[src/rtl/tmr_pkg.sv]
package tmr_pkg;
  localparam int CNT_W  = 16;
  localparam int PS_W   = 3;
  localparam int ADDR_W = 2;
  localparam int DIV_W  = (1 << PS_W) - 2;

  localparam int BIT_FLAG = 7;
  localparam int BIT_HALT = 5;
  localparam int BIT_CLR  = 4;

  typedef enum logic [ADDR_W-1:0] {
    REG_CTRL  = 2'd0,
    REG_COUNT = 2'd1,
    REG_MOD   = 2'd2,
    REG_NONE  = 2'd3
  } reg_sel_e;

  typedef struct packed {
    logic            halt;
    logic [PS_W-1:0] ps;
  } ctrl_t;
endpackage

[src/rtl/tmr_prescaler.sv]
module tmr_prescaler #(
  parameter int PS_W  = tmr_pkg::PS_W,
  parameter int DIV_W = (1 << PS_W) - 2
) (
  input  logic            clk_i,
  input  logic            rst_ni,
  input  logic            clr_i,
  input  logic [PS_W-1:0] ps_i,
  output logic            tick_o
);
  localparam int NTAP = 1 << PS_W;

  logic [DIV_W-1:0] div_q;
  logic [NTAP-1:0]  tap;

  always_ff @(posedge clk_i or negedge rst_ni) begin
    if (!rst_ni)    div_q <= '0;
    else if (clr_i) div_q <= '0;
    else            div_q <= div_q + {{(DIV_W-1){1'b0}}, 1'b1};
  end

  // tap k fires when the low k divider bits are all ones; taps past DIV_W are reserved
  for (genvar k = 0; k < NTAP; k++) begin : g_tap
    if (k == 0) begin : g_div1
      assign tap[k] = 1'b1;
    end else if (k <= DIV_W) begin : g_divn
      assign tap[k] = &div_q[k-1:0];
    end else begin : g_off
      assign tap[k] = 1'b0;
    end
  end

  assign tick_o = tap[ps_i];


  div2_cadence_chk: assert property (@(posedge clk_i) disable iff (!rst_ni)
    (ps_i == 1 && tick_o && !clr_i) |=> (ps_i != 1 || !tick_o));
endmodule

[src/rtl/tmr_counter.sv]
module tmr_counter #(
  parameter int CNT_W = tmr_pkg::CNT_W
) (
  input  logic             clk_i,
  input  logic             rst_ni,
  input  logic             clr_i,
  input  logic             tick_i,
  input  logic             halt_i,
  input  logic [CNT_W-1:0] mod_i,
  output logic [CNT_W-1:0] cnt_o,
  output logic             wrap_o
);
  logic [CNT_W-1:0] cnt_q;
  logic             adv;

  assign adv    = tick_i && !halt_i && !clr_i;
  assign wrap_o = adv && (cnt_q == mod_i);

  always_ff @(posedge clk_i or negedge rst_ni) begin
    if (!rst_ni)     cnt_q <= '0;
    else if (clr_i)  cnt_q <= '0;
    else if (wrap_o) cnt_q <= '0;
    else if (adv)    cnt_q <= cnt_q + {{(CNT_W-1){1'b0}}, 1'b1};
  end

  assign cnt_o = cnt_q;


  clear_zero_chk: assert property (@(posedge clk_i) disable iff (!rst_ni)
    clr_i |=> cnt_q == '0);

  halt_hold_chk: assert property (@(posedge clk_i) disable iff (!rst_ni)
    (halt_i && !clr_i) |=> $stable(cnt_q));

  step_only_chk: assert property (@(posedge clk_i) disable iff (!rst_ni)
    !$stable(cnt_q) |-> (cnt_q == '0 || cnt_q == $past(cnt_q) + 1'b1));
endmodule

[src/rtl/tmr_regs.sv]
module tmr_regs
  import tmr_pkg::*;
#(
  parameter int CNT_W = tmr_pkg::CNT_W
) (
  input  logic              clk_i,
  input  logic              rst_ni,
  input  logic [ADDR_W-1:0] addr_i,
  input  logic              wr_i,
  input  logic              rd_i,
  input  logic [CNT_W-1:0]  wdata_i,
  input  logic [CNT_W-1:0]  cnt_i,
  input  logic              wrap_i,
  output ctrl_t             ctrl_o,
  output logic [CNT_W-1:0]  mod_o,
  output logic              clr_o,
  output logic              ovf_o,
  output logic [CNT_W-1:0]  rdata_o
);
  ctrl_t            ctrl_q;
  logic [CNT_W-1:0] mod_q;
  logic             ovf_q, armed_q;
  logic             wr_ctrl, rd_ctrl, flag_clr;

  assign wr_ctrl  = wr_i && (reg_sel_e'(addr_i) == REG_CTRL);
  assign rd_ctrl  = rd_i && (reg_sel_e'(addr_i) == REG_CTRL);
  assign clr_o    = wr_ctrl && wdata_i[BIT_CLR];
  assign flag_clr = wr_ctrl && !wdata_i[BIT_FLAG] && armed_q;

  always_ff @(posedge clk_i or negedge rst_ni) begin
    if (!rst_ni) begin
      ctrl_q.halt <= 1'b1;
      ctrl_q.ps   <= '0;
    end else if (wr_ctrl) begin
      ctrl_q.halt <= wdata_i[BIT_HALT];
      ctrl_q.ps   <= wdata_i[PS_W-1:0];
    end
  end

  always_ff @(posedge clk_i or negedge rst_ni) begin
    if (!rst_ni)                                         mod_q <= '1;
    else if (wr_i && reg_sel_e'(addr_i) == REG_MOD)      mod_q <= wdata_i;
  end

  // flag: set wins over clear; clear needs a prior read that saw it set
  always_ff @(posedge clk_i or negedge rst_ni) begin
    if (!rst_ni) begin
      ovf_q   <= 1'b0;
      armed_q <= 1'b0;
    end else begin
      ovf_q <= wrap_i | (ovf_q & ~flag_clr);
      if (flag_clr)               armed_q <= 1'b0;
      else if (rd_ctrl && ovf_q)  armed_q <= 1'b1;
    end
  end

  always_comb begin
    rdata_o = '0;
    unique case (reg_sel_e'(addr_i))
      REG_CTRL: begin
        rdata_o[BIT_FLAG]   = ovf_q;
        rdata_o[BIT_HALT]   = ctrl_q.halt;
        rdata_o[PS_W-1:0]   = ctrl_q.ps;
      end
      REG_COUNT: rdata_o = cnt_i;
      REG_MOD:   rdata_o = mod_q;
      default:   rdata_o = '0;
    endcase
  end

  assign ctrl_o = ctrl_q;
  assign mod_o  = mod_q;
  assign ovf_o  = ovf_q;


  wrap_sets_flag_chk: assert property (@(posedge clk_i) disable iff (!rst_ni)
    wrap_i |=> ovf_q);

  flag_clear_armed_chk: assert property (@(posedge clk_i) disable iff (!rst_ni)
    $fell(ovf_q) |-> $past(armed_q));
endmodule

[src/rtl/tmr_unit.sv]
module tmr_unit
  import tmr_pkg::*;
(
  input  logic        clk_i,
  input  logic        rst_ni,
  input  logic        wait_i,
  input  logic [1:0]  reg_addr_i,
  input  logic        reg_wr_i,
  input  logic        reg_rd_i,
  input  logic [15:0] reg_wdata_i,
  output logic [15:0] reg_rdata_o,
  output logic [15:0] count_o,
  output logic        ovf_o
);
  ctrl_t            ctrl;
  logic [CNT_W-1:0] mod;
  logic             clr, tick, wrap;

  tmr_regs #(.CNT_W(CNT_W)) u_regs (
    .clk_i   (clk_i),
    .rst_ni  (rst_ni),
    .addr_i  (reg_addr_i),
    .wr_i    (reg_wr_i),
    .rd_i    (reg_rd_i),
    .wdata_i (reg_wdata_i),
    .cnt_i   (count_o),
    .wrap_i  (wrap),
    .ctrl_o  (ctrl),
    .mod_o   (mod),
    .clr_o   (clr),
    .ovf_o   (ovf_o),
    .rdata_o (reg_rdata_o)
  );

  tmr_prescaler #(.PS_W(PS_W), .DIV_W(DIV_W)) u_presc (
    .clk_i  (clk_i),
    .rst_ni (rst_ni),
    .clr_i  (clr),
    .ps_i   (ctrl.ps),
    .tick_o (tick)
  );

  tmr_counter #(.CNT_W(CNT_W)) u_cnt (
    .clk_i  (clk_i),
    .rst_ni (rst_ni),
    .clr_i  (clr),
    .tick_i (tick),
    .halt_i (ctrl.halt),
    .mod_i  (mod),
    .cnt_o  (count_o),
    .wrap_o (wrap)
  );


  reserved_sel_hold_chk: assert property (@(posedge clk_i) disable iff (!rst_ni)
    (ctrl.ps == '1 && !clr) |=> $stable(count_o));

  wait_no_gate_chk: assert property (@(posedge clk_i) disable iff (!rst_ni)
    (wait_i && tick && !ctrl.halt && !clr) |=> count_o != $past(count_o));

  clr_reads_zero_chk: assert property (@(posedge clk_i) disable iff (!rst_ni)
    (reg_addr_i == 2'd0) |-> !reg_rdata_o[BIT_CLR]);
endmodule

[config.mk]
export PLATFORM = sky130hd
export DESIGN_NAME = tmr_unit
export DESIGN_NICKNAME = d
export VERILOG_FILES = /design/src/rtl/tmr_pkg.sv /design/src/rtl/tmr_prescaler.sv /design/src/rtl/tmr_counter.sv /design/src/rtl/tmr_regs.sv /design/src/rtl/tmr_unit.sv
export SDC_FILE = /design/constraint.sdc
export NUM_CORES = 1
export LEC_CHECK = 0
export BUFFER_PORTS_ARGS = -buffer_cell sky130_fd_sc_hd__buf_2
export CORE_ASPECT_RATIO = 0.5
export CORE_UTILIZATION = 45
export CTS_CLUSTER_DIAMETER = 120
export DETAILED_ROUTE_END_ITERATION = 12
export GPL_TIMING_DRIVEN = 0
export PLACE_DENSITY_LB_ADDON = 0.15
export SLEW_MARGIN = 10
export SYNTH_ARGS = -nofsm -noshare
export SYNTH_HDL_FRONTEND = slang
export SYNTH_SLANG_ARGS = --single-unit
[constraint.sdc]
create_clock -name clk_i -period 2.1 [get_ports clk_i]
set_input_delay 0.21 -clock clk_i [delete_from_list [all_inputs] [get_ports clk_i]]
set_output_delay 0.21 -clock clk_i [all_outputs]
set_load 0.03 [all_outputs]
After elaboration in Yosys (flattened, before gate mapping)
Index checks and enable logic that the tools add are counted.
{"block": "totals", "word_cells": 51, "inputBits": 23, "ff_bits": 44, "output_inout_bits": 33}
{"block": "op_classes", "addsub": 2, "eq_ne": 3, "n_reduce_logical": 21, "n_mux": 14, "bitwise_logic": 3, "magnitude_cmp": 1}
{"operator": "$mux 16", "count": 3}
{"operator": "$add 16x1->16 const B", "count": 1}
{"operator": "$eq 16x16->1", "count": 1}
{"operator": "$pmux 8 s2", "count": 1}
{"operator": "$logic_and 1x1->1", "count": 10}
{"operator": "$pmux 3 s3", "count": 1}
{"operator": "$add 6x1->6 const B", "count": 1}
{"operator": "$mux 6", "count": 1}
{"operator": "$pmux 1 s3", "count": 2}
{"operator": "$reduce_and 6->1", "count": 1}
{"operator": "$reduce_and 5->1", "count": 1}
{"operator": "$lt 3x4->1 const B", "count": 1}
{"operator": "$pmux 2 s2", "count": 1}
{"operator": "$reduce_and 4->1", "count": 1}
{"operator": "$bmux 1 s3", "count": 1}
{"operator": "$logic_not 1->1", "count": 3}
{"operator": "$mux 1", "count": 3}
{"operator": "$reduce_and 3->1", "count": 1}
{"operator": "$reduce_bool 3->1", "count": 1}
{"operator": "$eq 2x1->1 const B", "count": 1}
{"operator": "$eq 2x2->1 const B", "count": 1}
{"operator": "$logic_not 2->1", "count": 1}
{"operator": "$pmux 1 s2", "count": 1}
{"operator": "$reduce_and 2->1", "count": 1}
{"operator": "4 further kinds", "count": 4}

Depth between registers and ports, before layout
Gate-level depths: netlist (run 1).
{"block": "logic_depth", "word_depth": 8, "depth_mapped": 10}

Hierarchy
From an unflattened synthesis (run 1), not the netlist that was laid out.
{"block": "hier_totals", "cells_unflattened": 249, "area_unflattened_um2": 2705.1}
{"mod": "tmr_regs", "n_inst": 1, "area_each_um2": 1217.4, "cells_each": 94, "seq_area_each_um2": 571.8}
{"mod": "tmr_counter", "n_inst": 1, "area_each_um2": 1144.8, "cells_each": 123, "seq_area_each_um2": 400.4}
{"mod": "tmr_prescaler", "n_inst": 1, "area_each_um2": 342.8, "cells_each": 32, "seq_area_each_um2": 150.1}

Least setup slack after synthesis (run 1)
No wires, ideal clock.
{"block": "synth_path", "path_kind": "register to register", "start": "reg u_cnt.cnt_q[0], in the netlist u_cnt.cnt_o[0]", "end": "reg u_cnt.cnt_q[14], in the netlist u_cnt.cnt_o[14]", "arrival_ns": 1.728, "path_buffers": 0, "slack_ns": 0.225, "stages_incl_launch_ff": 7, "t_required_ns": 1.953, "synth_period_minus_slack_ns": 1.875, "cell_sequence": "dfrtp_1 > ha_1 > nand3_1 > nor4_1 > and3_1 > nand3b_1 > a31oi_1"}
{"block": "synth_between", "elab_chain_cells": 4, "elab_cells_between_ends": 7, "cone_classes": "1 x add/sub; 1 x eq/ne; 3 x mux; 2 x reduce/logical"}
{"item": "start, declared", "line_no": "tmr_counter.sv:13", "source": "logic [CNT_W-1:0] cnt_q;"}
{"item": "start signal, assigned", "line_no": "tmr_counter.sv:23", "source": "else if (adv) cnt_q <= cnt_q + {{(CNT_W-1){1'b0}}, 1'b1};"}
{"item": "$add 16x1->16 or $eq 16x16->1 (tied branches)", "line_no": "tmr_counter.sv:23, tmr_counter.sv:17"}
{"item": "$mux 16 or $logic_and 1x1->1 (tied branches)", "line_no": "tmr_counter.sv:23, tmr_counter.sv:17"}
{"item": "$mux 16", "line_no": "tmr_counter.sv:22", "source": "else if (wrap_o) cnt_q <= '0;"}
{"item": "$mux 16", "line_no": "tmr_counter.sv:21", "source": "else if (clr_i) cnt_q <= '0;"}
Several ways; a longest one is shown, not always the timed one. The select of a mux whose other input is x is not followed.
A chain may end at the register's enable or synchronous reset.

Worst setup path after layout (run 1)
{"block": "layout_path", "start": "reg u_cnt.cnt_q[2], in the netlist u_cnt.cnt_o[2]", "end": "reg u_cnt.cnt_q[4], in the netlist u_cnt.cnt_o[4]"}
Same word-level chain as after synthesis.

==> flow_summary_export.csv, run 1 <==
group,metric,value,unit
placed_design,place.gp.congestion,0.792,
synth,synthTopCellsByArea,"dfrtp_1 (25%), dfstp_2 (17%), mux2_2 (8.5%)",
synth,async_flop_share,100,%
pwr,p_clk_share,28.7,%
synth,yosysWarnings,0,
die,die_h,56.4,microns
pwr,netSwitchingPower,0.00106,W
synth,synth.distinct_cells,40,
synth,yosys.area_share.simple,20.5,%
clocking,htree_levels,2,
placed_design,port_buffers,54,
critical_path,worstPathArrival,2.15,ns
clocking,cts-root-buf,"clkbuf_16",
detailed_routing,drc,0,
timing,fmax,502,MHz
timing,period_needed,1.99,ns
timing,relSlewSlack,35.1,%
clocking,cts_made_buffers,5,
die,die_x,111,microns
synth,syn_area,2660,sq um
pwr,p_int,0.00201,W
min_path,hp-class,"in -> async",
global_routing,grt_usage,22.7,%
placed_design,dp.cells,389,
clocking,clock-sinks,44,
critical_path,crit_path_max_fanout,10,
clocking,clockBufferDepth,2,
die,fp-row-count,19,
die,initial_core_util,47.6,%
synth,synth_seq_cells,44,
synth,ys.flop_type,"dfrtp_1",
clocking,cts.clk_slew.worst_paths,0.06,ns
global_routing,antenna_found_initial,0,
timing,timing.setup.tns,0,ns
global_routing,grt_max_degree,45,
detailed_routing,wire_per_inst,16.9,microns
clocking,cts_tree,"done",
global_routing,grt_overflow,0,
synth,synth_top_area_share,25.4,%
synth,synth_area_per_cell,10.1,sq um
detailed_routing,wl,6770,microns
global_routing,grt_pass1_wl,11100,microns
critical_path,worstSetupPathType,"reg -> reg",
timing,final-setup-viol-count,0,
die,die_area,6240,sq um
timing,finalCritPeriodShare,94.9,%
die,core_area,5590,sq um
synth,synth_fa_ha_area_share,3.76,%
critical_path,worstSetupEndpointType,"register",
critical_path,start_kind,"register",
pwr,ir_drop,0.482,mV
timing,finClkSkew,0.00304,ns
synth,synth_top_family_by_area,"simple AND/OR/NAND/NOR gates",
pwr,switching_share,34.5,%
layout,diodes,0,
synth,synth_edf_count,0,
timing,slew_viol_final,0,
critical_path,required,2.25,ns
detailed_routing,drtPass1Iterations,4,
layout,areaGrowthSynthToFinish,22.4,%
pwr,power_density,941,nW/um^2
synth,synth_cells,262,
pwr,pwr-share-seq,41.5,%
timing,finalHoldViolCount,0,
synth,synthMuxAreaShare,8.85,%
layout,nNetsFinal,357,
layout,fin_cells,400,
synth,syn-num-nets,293,
die,io_pins,56,
detailed_routing,via_count,2300,
pwr,p_total,0.00306,W
clocking,clk-insertion-delay-late,0.28,ns
synth,synth_compound_area_share,13.4,%
detailed_routing,viasPerCell,5.75,
placed_design,hpwlAfterDp,5020,microns
timing,tightest_slew,0.974,ns
run_status,status,"complete, no violations",
pwr,p_leak,1.52,nW
synth,yosysSeqAreaShare,42.2,%
job,max-cap-violations,0,
detailed_routing,drt_iter0_drc,151,
synth,synth_top_cell_by_area,"dfrtp_1",
timing,rsz0062_at_grt,"false",
layout,layout-drive-gt1-share,38.8,%
global_routing,grt_pass1_vias,2205,
synth,synth_xor_area_share,6.26,%
detailed_routing,postRouteAntennaNets,0,
pwr,combPwrFrac,29.8,%
==> power groups by stage <==
| stage | logic, W | registers [W] | clock network, W |
|---|---|---|---|
| finish | 0.000912 | 0.00127 | 0.000878 |
| global route | 0.00100 | 0.00130 | 0.000929 |
| CTS | 0.000867 | 0.00126 | 0.000891 |
| detailed placement | 0.000861 | 0.00127 | 0 |
| global placement | 0.000839 | 0.00126 | 0 |
| floorplan | 0.000559 | 0.00129 | 0 |
==> per-stage QoR <==
| stage | area [sq um] | util (%) | hold WS [ns] | setup WS (ns) |
|---|---|---|---|---|
| after global placement | 3020 | 54.1 | 0.406 | -0.0211 |
| after CTS | 3190 | 57.1 | 0.128 | 0.0527 |
| after floorplan | 2660 | - | -0.0856 | 0.225 |
| final | 3250 | 58.3 | 0.0784 | 0.107 |
| after detailed placement | 3020 | 54.1 | 0.425 | -0.0556 |
| after global routing | 3250 | 58.3 | 0.158 | 0.0196 |
==> path summary, 6_finish.rpt <==
check	start	slack (ns)	endpoint	cells after the start
worst max-delay path	u_cnt.cnt_o[2]	0.11	u_cnt.cnt_o[4]	7
worst min-delay path	rst_ni	0.08	u_cnt.cnt_o[2]	1
worst max register to register	u_cnt.cnt_o[2]	0.11	u_cnt.cnt_o[4]	7
worst min register to register	u_regs.armed_q	0.47	u_regs.armed_q	1
max in group asynchronous	rst_ni	1.34	u_presc.div_q[0]	1
min in group clk_i	reg_wdata_i[11]	0.16	u_regs.mod_o[11]	2
==> routing by layer <==
layer | GRT usage [%] | part of all wire [%]
met2 | 33.7 | 44
met5 | 0 | 0
met1 | 34.0 | 50
met4 | 4.00 | 0.50
met3 | 5.18 | 5.6
==> worst max-delay path, cell delays in order (launching register included) <==
cell	delay, ns
dfrtp_1	0.37
buf_2	0.18
xor2_1	0.18
nor4_2	0.32
nand4_2	0.31
buf_6	0.24
a31oi_1	0.20
a31oi_1	0.06
==> registers in the layout (all words and copies together), names as in the netlist <==
signal and flops:
u_cnt.cnt_o 16, u_regs.mod_o 16, u_presc.div_q 6, u_regs.ctrl_o 4, u_regs.armed_q 1, u_regs.ovf_o 1
==> cell usage in the layout (no fill, tap or decap), types with 2 or more instances in the layout <==
cell type / n
nand3_1: 27
buf_2: 59
and2_1: 4
nor2b_1: 11
buf_4: 3
clkbuf_1: 8
ha_1: 7
o21ai_0: 3
clkbuf_2: 3
mux2_2: 20
a31oi_1: 15
a21oi_1: 2
nor2_1: 14
inv_1: 6
a222oi_1: 5
o2111ai_1: 3
o211ai_1: 4
clkbuf_16: 5
nor4_2: 3
and3_1: 6
dfstp_2: 17
a22oi_1: 11
nand2_1: 11
xor2_1: 19
nand4_1: 2
buf_6: 5
nor3_1: 2
dfrtp_1: 26
nand3b_1: 6
==> area by class of cell <==
type                    instances  area [sq um]
fillers                       511          2330
multi-input cells             192          1440
flip-flops and latches         44          1120
repair buffers                 57           293
clock buffers                   6           129
plain buffers                  20           123
well taps                      73          91.3
clock inverters                 2          35.0
inverters                       6          22.5
==> synth_stat cells (all sizes together), types with 6 or more instances <==
cell type   n
dfstp      17
mux2       20
nor2       14
nand3b      6
clkbuf     10
and3        7
inv         6
xor2       19
nand2      12
buf        10
a31oi      15
a22oi      11
nand3      28
nor2b      11
dfrtp      27
ha          8
==> repair_timing <==
item,in CTS,in global routing
setup endpoints to repair,3,22
pin swaps,0,4
cloned,0,1
gates resized for setup,2,13
buffers inserted,0,2
hold buffers,0,0
==> logic make-up after synthesis <==
group	after synthesis
DFF	44
and+or+nand+nor	97
xor gates and xnor gates	19
buffers and inverters	26
adders and majority gates	8
AOI/OAI and AO/OA	47
muxes	21
(Power assumes the default switching activity.)
==> inputs of run 2 (changes only) <==
--- a/config.mk
+++ b/config.mk
@@ -11,6 +11,7 @@
 export CTS_CLUSTER_DIAMETER = 120
 export DETAILED_ROUTE_END_ITERATION = 12
 export GPL_TIMING_DRIVEN = 0
+export HOLD_SLACK_MARGIN = 0.06
 export PLACE_DENSITY_LB_ADDON = 0.15
 export SLEW_MARGIN = 10
 export SYNTH_ARGS = -nofsm -noshare
==> constraint.sdc (replaced) <==
create_clock -name clk_i -period 2.1 [get_ports clk_i]
set_input_delay 0.63 -clock clk_i [delete_from_list [all_inputs] [get_ports clk_i]]
set_output_delay 0.63 -clock clk_i [all_outputs]
set_load 0.03 [all_outputs]
==> flow_summary_export.csv, run 2 (same netlist as run 1, synthesis figures left out) <==
group,metric,value,unit
critical_path,r2r_start,"u_presc.div_q[0]",
clocking,ctsHoldBuffers,0,
detailed_routing,drc,0,
critical_path,critPathBufInv,6,
clocking,clk-insertion-delay-late,0.29,ns
global_routing,grt_pass1_wl,11900,microns
min_path,hp-start,"u_regs.armed_q",
detailed_routing,drt_iter0_drc,212,
global_routing,grt_max_degree,45,
critical_path,crit_path_max_fanout,8,
detailed_routing,wl,7370,microns
clocking,htree_levels,2,
critical_path,worstSetupEndpointType,"primary output",
die,die_area,6240,sq um
timing,relSlewSlack,34.1,%
run_status,status,"complete, but fails checks",
timing,timing.setup.tns,-2.19,ns
pwr,power_density,856,nW/um^2
layout,fin_cells,405,
global_routing,grt_usage,24.9,%
die,die_x,111,microns
timing,fmax,428,MHz
timing,fin_ws,-0.239,ns
die,io_pins,56,
layout,final_common_cell,"buf_2",
layout,nNetsFinal,362,
timing,slew_viol_final,0,
job,max-cap-violations,0,
timing,final-setup-viol-count,16,
detailed_routing,postRouteAntennaNets,0,
timing,finClkSkew,0.00631,ns
pwr,p_leak,1.61,nW
critical_path,start_kind,"input port",
critical_path,required,1.47,ns
clocking,cts_tree,"done",
detailed_routing,via_count,2369,
critical_path,cpMostUsedCell,"buf_6",
detailed_routing,wire_per_inst,18.2,microns
timing,hold_ws,0.478,ns
timing,tightest_slew,0.989,ns
die,fp-row-count,19,
clocking,clock-sinks,44,
global_routing,grt_pass1_vias,2219,
layout,layout_common_cells,"buf_2 (41), nand3_1 (28), dfrtp_1 (27), buf_6 (23), mux2_2 (20)",
die,die_h,56.4,microns
placed_design,dp.cells,389,
critical_path,crit_slowest_cell,"a22oi_2",
placed_design,port_buffers,54,
layout,layout-drive-gt1-share,49.4,%
clocking,cts-root-buf,"clkbuf_16",
placed_design,hpwlAfterDp,5160,microns
timing,finalHoldViolCount,0,
die,initial_core_util,47.6,%
critical_path,worstSetupPathType,"in -> out",
global_routing,grt_overflow,0,
layout,diodes,0,
clocking,cts_made_buffers,5,
layout,areaGrowthSynthToFinish,35.2,%
critical_path,critPathMaxStageDelay,0.18,ns
critical_path,worstPathCellList,"buf_12, inv_12, ha_4, clkbuf_16, buf_4, buf_6, a22oi_2, nor2b_2, buf_6",
timing,rsz0062_at_grt,"true",
global_routing,antenna_found_initial,0,
min_path,hp-class,"reg -> reg",
detailed_routing,drtPass1Iterations,7,
clocking,clockBufferDepth,2,
run_status,failed_checks,"setup timing",
die,core_area,5590,sq um
timing,finalCritPeriodShare,111,%
clocking,cts.clk_slew.worst_paths,0.06,ns
detailed_routing,viasPerCell,5.85,
timing,period_needed,2.34,ns
critical_path,worstPathArrival,1.71,ns
pwr,p_total,0.00308,W
placed_design,place.gp.congestion,0.799,
critical_path,crit_family,"buffers and inverters",
critical_path,crit_path_start,"reg_addr_i[1]",
pwr,ir_drop,0.455,mV
-- run 2: changes by cell type in the layout (fill, tap and decap cells not counted), sizes merged --
cell,previous run,this run
clkinvlp,0,1
bufinv,1,0
clkbuf,16,11
buf,67,77
-- run 2: what timing repair did --
item,CTS,global route
pin swaps,12,9
gates cloned,1,1
gates resized for setup,58,13
buffers inserted,5,6
setup endpoints to repair,25,33
-- run 2: worst register-to-register path, cell delays in order (launching register included) --
cell and delay [ns]:
dfrtp_1 0.36, ha_2 0.20, nand3_1 0.11, inv_1 0.08, ha_1 0.14, nand3b_1 0.09, o311ai_2 0.11, o2111a_2 0.40
buf_4 0.18, nand3b_1 0.07, a31oi_1 0.18
-- run 2: layout make-up --
class,instances,area (sq um)
buffer,15,154
clock buffer,6,129
clock inverter,2,11.3
fill,476,1990
inverter,6,40.0
multi-input combinational,192,1540
sequential,44,1120
tap,73,91.3
timing repair buffer,67,505
-- run 2: routing by layer --
| layer | track usage [%] | vias to the layer above | share of wire [%] |
|---|---|---|---|
| met5 | 0 | - | 0 |
| met4 | 6.86 | 0 | 0.75 |
| met3 | 5.40 | 7 | 7.7 |
| met2 | 35.3 | 97 | 45 |
| met1 | 37.8 | 1158 | 46 |
| li1 | - | 1107 | - |
-- run 2: per-stage QoR --
| stage | utilization, % | worst slack (ns) | instance area (sq um) |
|---|---|---|---|
| 3_3_place_gp | 56.0 | -0.473 | 3130 |
| 6_report | 64.3 | -0.239 | 3590 |
| 4_1_cts | 62.8 | -0.213 | 3510 |
| 5_1_grt | 64.3 | -0.314 | 3590 |
| 3_5_place_dp | 56.0 | -0.480 | 3130 |
| 2_1_floorplan | - | -0.0839 | 2770 |
-- run 2: power breakdown --
group          switching, W  internal (W)  total [W]  leakage, nW
Clock              0.000332      0.000438   0.000770       0.0645
Sequential         0.000187       0.00107    0.00126        0.532
Combinational      0.000581      0.000469    0.00105         1.01
-- run 2: worst paths after layout --
| kind | slack [ns] | end | cells past startpoint |
|---|---|---|---|
| min reg2reg | 0.48 | u_regs.armed_q | 1 |
| min in group asynchronous | 0.51 | u_cnt.cnt_o[8] | 1 |
| max in group asynchronous | 0.99 | u_regs.ctrl_o[1] | 1 |
| max reg2reg | 0.11 | u_cnt.cnt_o[10] | 10 |
| min | 0.48 | u_regs.armed_q | 1 |
| max | -0.24 | reg_rdata_o[12] | 9 |
